[src/rtl/preset_up_counter.sv]
module preset_up_counter #(
  parameter int WIDTH = 4
) (
  input  logic             clk,
  input  logic             clr,
  input  logic             load,
  input  logic [WIDTH-1:0] preset,
  input  logic             en_casc,
  input  logic             en_local,
  output logic [WIDTH-1:0] count,
  output logic             term
);

  localparam logic [WIDTH-1:0] ALL_ONES = {WIDTH{1'b1}};

  logic [WIDTH:0]   chain;
  logic [WIDTH-1:0] flip;
  logic [WIDTH-1:0] q;

  assign chain[0] = en_casc & en_local;

  for (genvar i = 0; i < WIDTH; i++) begin : g_stage
    assign flip[i]     = chain[i];
    assign chain[i+1]  = chain[i] & q[i];

    always_ff @(posedge clk) begin
      if (clr)       q[i] <= 1'b0;
      else if (load) q[i] <= preset[i];
      else if (flip[i]) q[i] <= ~q[i];
    end
  end

  assign count = q;
  assign term  = (&q) & en_casc;

  logic primed = 1'b0;
  always_ff @(posedge clk) if (clr || load) primed <= 1'b1;


  clear_zero_chk: assert property (@(posedge clk) clr |=> count == '0);


  preset_take_chk: assert property (@(posedge clk) (load && !clr) |=> count == $past(preset));


  step_one_chk: assert property (@(posedge clk) disable iff (!primed)
    (!clr && !load && en_casc && en_local && count != ALL_ONES) |=> count == $past(count) + 1'b1);


  hold_chk: assert property (@(posedge clk) disable iff (!primed)
    (!clr && !load && !(en_casc && en_local)) |=> $stable(count));


  wrap_chk: assert property (@(posedge clk) disable iff (!primed)
    (!clr && !load && en_casc && en_local && count == ALL_ONES) |=> count == '0);

endmodule

[config.mk]
export PLATFORM = sky130hd
export DESIGN_NAME = preset_up_counter
export DESIGN_NICKNAME = d
export VERILOG_FILES = /design/src/rtl/preset_up_counter.sv
export SDC_FILE = /design/constraint.sdc
export NUM_CORES = 1
export LEC_CHECK = 0
export BUFFER_PORTS_ARGS = -buffer_cell sky130_fd_sc_hd__buf_2
export CAP_MARGIN = 10
export CORE_AREA = 4 4 41 43
export DETAILED_ROUTE_END_ITERATION = 7
export DIE_AREA = 0 0 45 47
export PLACE_DENSITY = 0.37
export SLEW_MARGIN = 20
export SYNTH_ARGS = -nofsm -noshare
export SYNTH_HDL_FRONTEND = slang
export SYNTH_SLANG_ARGS = --single-unit
[constraint.sdc]
create_clock -name clk -period 2.5 [get_ports clk]
set_input_delay 0.25 -clock clk [delete_from_list [all_inputs] [get_ports clk]]
set_output_delay 0.25 -clock clk [all_outputs]
set_load 0.01 [all_outputs]
**Word level (Yosys, flattened, before mapping)**

Cells that the tools add are included.

- Input bits: 9
- Output and inout bits: 5
- Flip-flop bits (word level): 4
- Word-level logic and storage cells: 26

- Reductions and logical operators: 5
- Bitwise gates (word level): 9
- Mux-type cells: 8

Operators by type and width:

| cell | count |
|---|---|
| $mux W1 | 8 |
| $reduce_bool A2 Y1 | 4 |
| $and A1 B1 Y1 | 5 |
| $not A1 Y1 | 4 |
| $reduce_and A4 Y1 | 1 |

**Logic depth before layout (Yosys ltp)**

Gate-level depths: netlist of run 1.

- Depth in word-level cells: 6
- Mapped depth: 3
- Mapped depth without buffers: 3

**Worst setup path before layout of run 1**

No wires, ideal clock.

- Path type: reg-to-reg
- From: reg q[0] (netlist: count[0])
- To: reg q[3] (netlist: count[3])
- Cell stages (with the launch flop): 4
- Path buffers: 0
- Library setup time: 0.091 ns
- Clock period less this slack: 1.186 ns
- Required time: 2.409 ns
- Arrival: 1.095 ns
- Path slack: 1.314 ns
- Cells stage by stage: dfxtp_1 > nand3_2 > or3_1 > a311oi_1

- Longest elaborated chain between the ends: 4

RTL lines:

| what | RTL line | source |
|---|---|---|
| from (decl) | 18 | `logic [WIDTH-1:0] q;` |
| from (signal, indexed assignment) | 28 | `else if (load) q[i] <= preset[i];` |
| from (signal, indexed assignment) | 29 | `else if (flip[i]) q[i] <= ~q[i];` |
| $and A1 B1 Y1 (3 in series) | 24 | `assign chain[i+1] = chain[i] & q[i];` |
| $reduce_bool A2 Y1 (no line) | n/a |  |

No other way between the ends.
A chain may end at the register's enable or synchronous reset.

**Worst setup path after layout of run 1**

- From: reg q[0] (netlist: count[0])
- To: out term

- Longest elaborated chain between the ends: 2

RTL lines:

| what | RTL line | source |
|---|---|---|
| $reduce_and A4 Y1 | 34 | `assign term = (&q) & en_casc;` |
| $and A1 B1 Y1 | 34 |  |
| to (decl) | 11 | `output logic term` |

No other way between the ends.

==> results of run 1 <==
[layer usage]
| metal | up-vias | part of all wire, % |
|---|---|---|
| li1 | 120 | - |
| met4 | 0 | 0.67 |
| met5 | - | 0 |
| met1 | 95 | 52 |
| met2 | 12 | 39 |
| met3 | 2 | 7.7 |
[logic make-up (layout without fill, tap and decap cells)]
logic type	count (synthesis)	after routing
AOI/OAI and AO/OA	5	5
xor gates and xnor gates	3	3
buffers and inverters	1	17
DFF	4	4
and+or+nand+nor	11	11
[worst reg2reg max path, stage by stage (launching register included)]
cell      delay [ns]
dfxtp_1         0.41
nand3_2         0.11
or3_1           0.35
a311oi_1        0.24
[synth_stat cells]
library cell and number:
dfxtp_1 4, inv_1 1, o21ai_0 1, nand4_1 1, a211oi_1 3, nand3_1 1
or3_1 1, xor2_1 3, nand3_2 1, nor2_1 5, nand2_1 2, a311oi_1 1
[power groups by stage]
stage | clock, uW | sequential, uW | combinational (uW)
after CTS | 83.6 | 75.1 | 28.2
after global placement | 0 | 75.8 | 27.7
final | 80.1 | 75.2 | 27.6
after floorplan | 0 | 77.7 | 10.8
after detailed placement | 0 | 76.1 | 28.0
after global routing | 84.5 | 75.9 | 30.9
[stage by stage]
step	worst slack [ns]	hold slack [ns]	area [um2]	total power, uW	cells
floorplan	1.31	0.322	200	88.5	24
global placement	1.35	0.481	284	103	52
detailed placement	1.30	0.485	284	104	52
CTS	1.26	0.238	307	187	55
global route	1.16	0.256	307	191	55
finish	1.26	0.238	307	183	55
[area by class of cell]
class / count / area [um2]
clock buffer: 3 / 22.5
fill: 163 / 995
inverter: 1 / 3.75
multi-input combinational: 19 / 116
sequential: 4 / 80.1
tap: 15 / 18.8
timing repair buffer: 13 / 65.1
[how the worst min path moves through the flow]
stage / from / endpoint / slack [ns] / cells past startpoint
final: clr / count[0]$_SDFFE_PP0P_ / 0.24 / 2
after CTS: clr / count[1]$_SDFFE_PP0P_ / 0.24 / 2
after global placement: clr / count[3]$_SDFFE_PP0P_ / 0.48 / 2
after global routing: clr / count[0]$_SDFFE_PP0P_ / 0.26 / 2
after detailed placement: clr / count[1]$_SDFFE_PP0P_ / 0.49 / 2
after floorplan: clr / count[3]$_SDFFE_PP0P_ / 0.32 / 1
==> results.ini, run 1 <==
[yosys]
synth_top_family_by_area = simple AND/OR/NAND/NOR gates
synth-xor-area-share_pct = 13.1
yosysSeqAreaShare_pct = 40.0
synthAdderAreaFrac_pct = 0
synth.avg_cell_area_um2 = 8.34
yosysTopAreaCellShare_pct = 40.0
muxShareOfSynthArea_pct = 0
syn_area_um2 = 200
synthTopCellsByArea = dfxtp_1, xor2_1, a211oi_1
yosys.area_share.simple_pct = 26.9
ys_warn_count = 0
synth_cell_types = 12
yosysTopAreaCell = dfxtp_1
synth_fp_nets = 33
synth-seq-cells = 4
synth_compound_gate_area_share_pct = 18.1
synthCells = 24

[detailed_routing]
first_iter_violations = 5
num_vias = 229
drt-vias-per-instance = 4.16
routedWlPerCell_um = 10.9
firstDrtPassIters = 4
ant_nets = 0
wirelength_um = 600
remaining_drc_errors = 0

[timing]
setup_violations = 0
rsz0062_at_grt = no
finalCritPeriodShare_pct = 49.7
tightest_slew_ns = 0.245
min_period_ns = 1.24
final_max_slew_viol_count = 0
slew_headroom_pct = 83.6
max_freq_mhz = 805
fin_skew_ns = 0.000434
finalHoldViolCount = 0
finalSetupTns_ns = 0

[critical_path]
crit_cells = 3
cp_slowest_stage_delay_ns = 0.41
rrSetupSlack_ns = 1.30
worst_path_max_delay_cell = dfxtp_1
crit_buf_inv = 1
path_cells = nand3_2, nor2_1, buf_2
cp_top_family = flip-flops
cp.required_ns = 2.25
worst_setup_path_end_kind = primary output
crit_fanout = 5
startpoint = count[0]$_SDFFE_PP0P_
cp.arrival_ns = 0.99
critPathLaunchType = flop
timing.rr.end = count[3]$_SDFFE_PP0P_
endpoint = term
path_class = flop to primary output
r2r_start = count[0]$_SDFFE_PP0P_
reg2reg_depth = 3

[floorplan]
die_area_um2 = 2120
io_pins = 14
die-height_um = 47
start_util_pct = 15.4
rows = 13
die_w_um = 45
core_area_um2 = 1300

[pwr]
vdd_drop_max_uv = 135
pwr-share-comb_pct = 15.1
switching_share_pct = 25.6
powerDensity_nw_per_um2 = 597
seqPwrFrac_pct = 41.1
p_leak_uw = 0.000139
clkPwrFrac_pct = 43.8
intPower_uw = 136
p_switching_uw = 46.8

[min_path]
hp-class = input pin to flop

[clock_network]
cts_tree = built
cts-root-buf = clkbuf_4
clk_latency_ns = 0.23
clock_sinks = 4
htreeDepth = 1
clk_pin_slew_ns = 0.04
cts_resized = 0
hold_buffers = 0
cts_buffers = 3
cts_setup_buffers = 0
clk_path_buf_depth = 2

[global_route]
use_met3_pct = 3.07
antenna_found_initial = 0
grt_pass1_vias = 225
grt_max_degree = 9
grt_util_all_layers_pct = 6.57
grt_use_met1_pct = 7.99
grt.overflow.total = 0
grt_pass1_wl_um = 924
grt.busiest_layer = met1
met2_usage_pct = 7.91

[layout]
drive_above_1_share_pct = 42.5
largest_reg_flops = 4
area_growth_pct = 53.1
final_nets = 51
final_core_util_pct = 23.6
final_common_cell = buf_2
final_cell_mix = buf_2, nor2_1, dfxtp_1
n_antenna_cell = 0

[placed_design]
dp_hpwl_um = 481
numPortBuffers = 13
gp_congestion = 0.707

[flow_run]
drv_cap = 0

[run_status]
status = finished clean

Power figures use the tool's default switching activity.
==> inputs of run 2 (changes only) <==
--- a/config.mk
+++ b/config.mk
@@ -10,7 +10,7 @@
 export CORE_AREA = 4 4 41 43
 export DETAILED_ROUTE_END_ITERATION = 7
 export DIE_AREA = 0 0 45 47
-export PLACE_DENSITY = 0.37
+export PLACE_DENSITY = 0.38
 export SLEW_MARGIN = 20
 export SYNTH_ARGS = -nofsm -noshare
 export SYNTH_HDL_FRONTEND = slang
==> constraint.sdc (replaced) <==
create_clock -name clk -period 1 [get_ports clk]
set_input_delay 0.1 -clock clk [delete_from_list [all_inputs] [get_ports clk]]
set_output_delay 0.1 -clock clk [all_outputs]
set_load 0.01 [all_outputs]
==> results.ini, run 2 (synthesis gave the netlist of run 1 again) <==
[min_path]
whs_path_depth = 2  ; unchanged
hp-class = input pin to flop  ; unchanged
holdPathEnd = count[1]$_SDFFE_PP0P_  ; was count[0]$_SDFFE_PP0P_
hold_start = clr  ; unchanged

[floorplan]
die_w_um = 45  ; unchanged
io_pins = 14  ; unchanged
die_area_um2 = 2120  ; unchanged
rows = 13  ; unchanged
die-height_um = 47  ; unchanged
core_area_um2 = 1300  ; unchanged
start_util_pct = 15.4  ; unchanged

[timing]
setup_violations = 5  ; was 0
finalHoldViolCount = 0  ; unchanged
max_freq_mhz = 933
min_period_ns = 1.07
tightest_slew_ns = 0.270  ; was 0.245 ns
fin_skew_ns = 0.00592  ; was 0.000434 ns
setup_slack_ns = -0.0713  ; was 1.26 ns
slew_headroom_pct = 82.0  ; was 83.6%
final_max_slew_viol_count = 0  ; unchanged
rsz0062_at_grt = yes  ; was no
finalCritPeriodShare_pct = 107
fin_hold_ws_ns = 0.0727  ; was 0.238 ns

[critical_path]
path_class = flop to primary output  ; unchanged
worst_setup_path_end_kind = primary output  ; unchanged
timing.rr.end = count[3]$_SDFFE_PP0P_  ; unchanged
rrSetupSlack_ns = -0.06  ; was 1.30 ns
r2r_start = count[1]$_SDFFE_PP0P_  ; was count[0]$_SDFFE_PP0P_
crit_fanout = 2  ; was 5
cp.arrival_ns = 0.97  ; was 0.99 ns
critPathLaunchType = flop  ; unchanged
cp.required_ns = 0.90  ; was 2.25 ns
reg2reg_depth = 3  ; unchanged

[layout]
n_antenna_cell = 0  ; unchanged
final_core_util_pct = 32.6  ; was 23.6%
nFillCells = 148  ; was 163
area_growth_pct = 112  ; was 53.1%
final_common_cell = buf_2  ; unchanged
drive_above_1_share_pct = 62.0  ; was 42.5%
multi_input_area_um2 = 124  ; was 116 um2
final_cell_mix = buf_2, buf_6, buf_4  ; was buf_2, nor2_1, dfxtp_1
regArea_um2 = 91.3  ; was 80.1 um2
final_nets = 60  ; was 51
largest_reg_flops = 4  ; unchanged

[pwr]
seqPwrFrac_pct = 33.8  ; was 41.1%
pwr-share-comb_pct = 24.3  ; was 15.1%
finalPower_uw = 534  ; was 183 uW
vdd_drop_max_uv = 374  ; was 135 uV
p_leak_uw = 0.000194  ; was 0.000139 uW
intPower_uw = 397  ; was 136 uW
powerDensity_nw_per_um2 = 1260  ; was 597 nW/um2
clkPwrFrac_pct = 41.8  ; was 43.8%
switching_share_pct = 25.7  ; was 25.6%
p_switching_uw = 137  ; was 46.8 uW

[detailed_routing]
routedWlPerCell_um = 10.8  ; was 10.9 um
first_iter_violations = 6  ; was 5
num_vias = 285  ; was 229
remaining_drc_errors = 0  ; unchanged
ant_nets = 0  ; unchanged
drt-vias-per-instance = 4.38  ; was 4.16
firstDrtPassIters = 4  ; unchanged
wirelength_um = 702  ; was 600 um

[clock_network]
cts-root-buf = clkbuf_4  ; unchanged
clk_path_buf_depth = 2  ; unchanged
clock_sinks = 4  ; unchanged
cts_tree = built  ; unchanged
clk_pin_slew_ns = 0.04  ; about the same
cts_buffers = 3  ; unchanged
hold_buffers = 0  ; unchanged
htreeDepth = 1  ; unchanged
clk_latency_ns = 0.24  ; was 0.23 ns

[global_route]
grt_max_degree = 9  ; unchanged
antenna_found_initial = 0  ; unchanged
grt_util_all_layers_pct = 8.85  ; was 6.57%
grt_pass1_wl_mm = 1.19  ; was 924 um
grt.overflow.total = 0  ; unchanged
grt_pass1_vias = 298  ; was 225

[placed_design]
dp_hpwl_um = 530  ; was 481 um
gp_congestion = 0.750  ; was 0.707
numPortBuffers = 13  ; unchanged
dp_slack_ns = -0.0435  ; was 1.30 ns

[flow_run]
drv_cap = 0  ; unchanged

[run_status]
status = finished, violations left  ; was finished clean
violations = negative setup slack

-- run 2: repair_timing --
item                                    4_1_cts  5_1_grt
endpoints found under the setup margin        2        7
gates resized for setup                       7        1
pin swaps                                     5        0
setup buffers                                 2        0
endpoints found under the hold margin         0        0
-- run 2: routing by layer --
| layer | vias up | GRT usage, % | part of all wire [%] |
|---|---|---|---|
| met3 | 0 | 5.75 | 8.0 |
| met4 | 0 | 8.77 | 0 |
| met5 | - | 0 | 0 |
| met1 | 132 | 8.88 | 44 |
| met2 | 13 | 12.1 | 48 |
| li1 | 140 | - | - |
-- run 2: power groups by stage --
stage                     Sequential, uW  Combinational [uW]  Clock, uW
after floorplan                      193                27.1          0
after global placement               184                97.8          0
after detailed placement             184                99.3          0
after CTS                            180                 128        239
after global routing                 182                 144        254
final                                181                 130        224
-- run 2: cell type report --
cell class	instances	area share [%]
Sequential cell	4	21.5
Clock buffer	4	6.19
Multi-Input combinational cell	19	29.2
Tap cell	15	4.42
Inverter	1	0.885
Timing Repair Buffer	22	37.8
-- run 2: worst max-delay path, stage by stage, from the launching register on --
cell and delay (ns):
dfxtp_4 0.34, nand3_2 0.08, buf_6 0.12, nor2_2 0.06, buf_2 0.13
-- run 2: through the flow --
stage,cell area [um2],TNS [ns],instances
2_1_floorplan,211,-0.0541,24
4_1_cts,419,-0.243,65
5_1_grt,424,-0.504,65
6_report,424,-0.184,65
3_3_place_gp,348,-0.0337,59
3_5_place_dp,348,-0.0435,59
-- run 2: worst max path at each step --
stage | cells after the start | from | slack [ns] | to
2_1_floorplan | 3 | count[1]$_SDFFE_PP0P_ | -0.05 | count[3]$_SDFFE_PP0P_
3_3_place_gp | 3 | count[0]$_SDFFE_PP0P_ | -0.03 | count[3]$_SDFFE_PP0P_
3_5_place_dp | 3 | count[1]$_SDFFE_PP0P_ | -0.04 | count[3]$_SDFFE_PP0P_
4_1_cts | 4 | count[1]$_SDFFE_PP0P_ | -0.09 | term
5_1_grt | 4 | count[1]$_SDFFE_PP0P_ | -0.12 | term
6_report | 4 | count[1]$_SDFFE_PP0P_ | -0.07 | term
==> inputs of run 3 (changes only) <==
--- a/config.mk
+++ b/config.mk
@@ -5,12 +5,13 @@
 export SDC_FILE = /design/constraint.sdc
 export NUM_CORES = 1
 export LEC_CHECK = 0
-export BUFFER_PORTS_ARGS = -buffer_cell sky130_fd_sc_hd__buf_2
+export BUFFER_PORTS_ARGS = -buffer_cell sky130_fd_sc_hd__buf_4
 export CAP_MARGIN = 10
 export CORE_AREA = 4 4 41 43
 export DETAILED_ROUTE_END_ITERATION = 7
 export DIE_AREA = 0 0 45 47
 export PLACE_DENSITY = 0.38
+export RECOVER_POWER = 100
 export SLEW_MARGIN = 20
 export SYNTH_ARGS = -nofsm -noshare
 export SYNTH_HDL_FRONTEND = slang
==> results.ini, run 3 (synthesis gave the netlist of run 1 again) <==
[run_status]
status = finished, violations left  ; unchanged
violations = negative setup slack  ; unchanged

[layout]
largest_reg_flops = 4  ; unchanged
multi_input_area_um2 = 141  ; was 124 um2
nFillCells = 144  ; was 148
fin_area_um2 = 464  ; was 424 um2
drive_above_1_share_pct = 65.3  ; was 62.0%
final_nets = 59  ; was 60
final_core_util_pct = 35.7  ; was 32.6%
n_antenna_cell = 0  ; unchanged
final_cell_mix = buf_4, buf_6, nor2_1  ; was buf_2, buf_6, buf_4
area_growth_pct = 132  ; was 112%
final_common_cell = buf_4  ; was buf_2
regArea_um2 = 92.6  ; was 91.3 um2

[timing]
rsz0062_at_grt = yes  ; unchanged
max_freq_mhz = 937  ; was 933 MHz
min_period_ns = 1.07  ; about the same
finalHoldViolCount = 0  ; unchanged
setup_slack_ns = -0.0676  ; was -0.0713 ns
setup_violations = 5  ; unchanged
fin_skew_ns = 0.00728  ; was 0.00592 ns
final_max_slew_viol_count = 0  ; unchanged
slew_headroom_pct = 81.6  ; was 82.0%
tightest_slew_ns = 0.276  ; was 0.270 ns
finalCritPeriodShare_pct = 107  ; about the same

[placed_design]
dp_hpwl_um = 496  ; was 530 um
dp_slack_ns = -0.0427  ; was -0.0435 ns
gp_congestion = 0.742  ; was 0.750
place_area_um2 = 373  ; was 348 um2
numPortBuffers = 13  ; unchanged

[critical_path]
worst_setup_path_end_kind = flop  ; was primary output
path_class = flop to flop  ; was flop to primary output
r2r_start = count[0]$_SDFFE_PP0P_  ; was count[1]$_SDFFE_PP0P_
cp.required_ns = 1.14  ; was 0.90 ns
critPathLaunchType = flop  ; unchanged
crit_fanout = 2  ; unchanged
cp.arrival_ns = 1.20  ; was 0.97 ns
startpoint = count[0]$_SDFFE_PP0P_  ; was count[1]$_SDFFE_PP0P_

[clock_network]
cts-root-buf = clkbuf_4  ; unchanged
cts_tree = built  ; unchanged
hold_buffers = 0  ; unchanged
clk_pin_slew_ns = 0.04  ; about the same
clock_sinks = 4  ; unchanged
clk_path_buf_depth = 2  ; unchanged
htreeDepth = 1  ; unchanged
cts_buffers = 3  ; unchanged
clk_latency_ns = 0.24  ; about the same

[detailed_routing]
wirelength_um = 655  ; was 702 um
routedWlPerCell_um = 10.2  ; was 10.8 um
first_iter_violations = 9  ; was 6
firstDrtPassIters = 4  ; unchanged
ant_nets = 0  ; unchanged
num_vias = 278  ; was 285
remaining_drc_errors = 0  ; unchanged
drt-vias-per-instance = 4.34  ; was 4.38

[floorplan]
die_w_um = 45  ; unchanged
core_area_um2 = 1300  ; unchanged
rows = 13  ; unchanged
start_util_pct = 15.4  ; unchanged
io_pins = 14  ; unchanged
die-height_um = 47  ; unchanged
die_area_um2 = 2120  ; unchanged

[min_path]
hp-class = input pin to flop  ; unchanged
hold_start = clr  ; unchanged

[global_route]
use_met3_pct = 2.30  ; was 5.75%
grt_pass1_vias = 291  ; was 298
grt_pass1_wl_mm = 1.12  ; was 1.19 mm
grt.overflow.total = 0  ; unchanged
grt_util_all_layers_pct = 7.66  ; was 8.85%
grt.busiest_layer = met2  ; unchanged
grt_use_met1_pct = 8.18  ; was 8.88%
met2_usage_pct = 12.1  ; unchanged
grt_max_degree = 9  ; unchanged
antenna_found_initial = 0  ; unchanged

[pwr]
finalPower_uw = 544  ; was 534 uW
p_leak_uw = 0.000199  ; was 0.000194 uW
vdd_drop_max_uv = 421  ; was 374 uV
powerDensity_nw_per_um2 = 1170  ; was 1260 nW/um2

[flow_run]
drv_cap = 0  ; unchanged

[run 3: per-layer routing]
layer  share of wire (%)  vias to the layer above
li1                    -                      138
met1                  44                      125
met2                  46                       13
met3                 8.2                        2
met4                 1.7                        0
met5                   0                        -
[run 3: critical path: stages, from the launching register on]
cell      delay, ns
dfxtp_4        0.35
nand3_4        0.07
or3_1          0.31
a311oi_1       0.24
[run 3: final timing paths]
path | end | slack, ns | depth (start not counted)
max | count[3]$_SDFFE_PP0P_ | -0.07 | 3
max reg2reg | count[3]$_SDFFE_PP0P_ | -0.07 | 3
min reg2reg | count[3]$_SDFFE_PP0P_ | 0.54 | 2
min | count[1]$_SDFFE_PP0P_ | 0.04 | 2
[run 3: layout make-up]
class | instances | share of cell area (%)
Multi-Input combinational cell | 19 | 30.5
Clock buffer | 4 | 5.66
Timing Repair Buffer | 21 | 39.1
Sequential cell | 4 | 19.9
Inverter | 1 | 0.809
Tap cell | 15 | 4.04
[run 3: power by group]
part / internal [uW] / switching [uW] / leakage (uW) / total [uW]
Combinational: 84.5 / 55.4 / 0.000148 / 140
Sequential: 172 / 11.5 / 0.0000353 / 184
Clock: 150 / 70.8 / 0.0000150 / 221
[run 3: timing repair]
item | 4_1_cts | 5_1_grt
endpoints found under the hold margin | 0 | 0
gates resized for setup | 10 | 3
setup endpoints to repair | 2 | 7
pin swaps | 7 | 0
setup buffers | 2 | 0
[run 3: through the flow]
stage               setup TNS [ns]  instances  hold slack (ns)
finish                      -0.204         64           0.0447
global route                -0.499         64           0.0522
CTS                         -0.235         64           0.0339
detailed placement         -0.0427         58            0.289
global placement           -0.0330         58            0.298
floorplan                  -0.0541         24            0.163
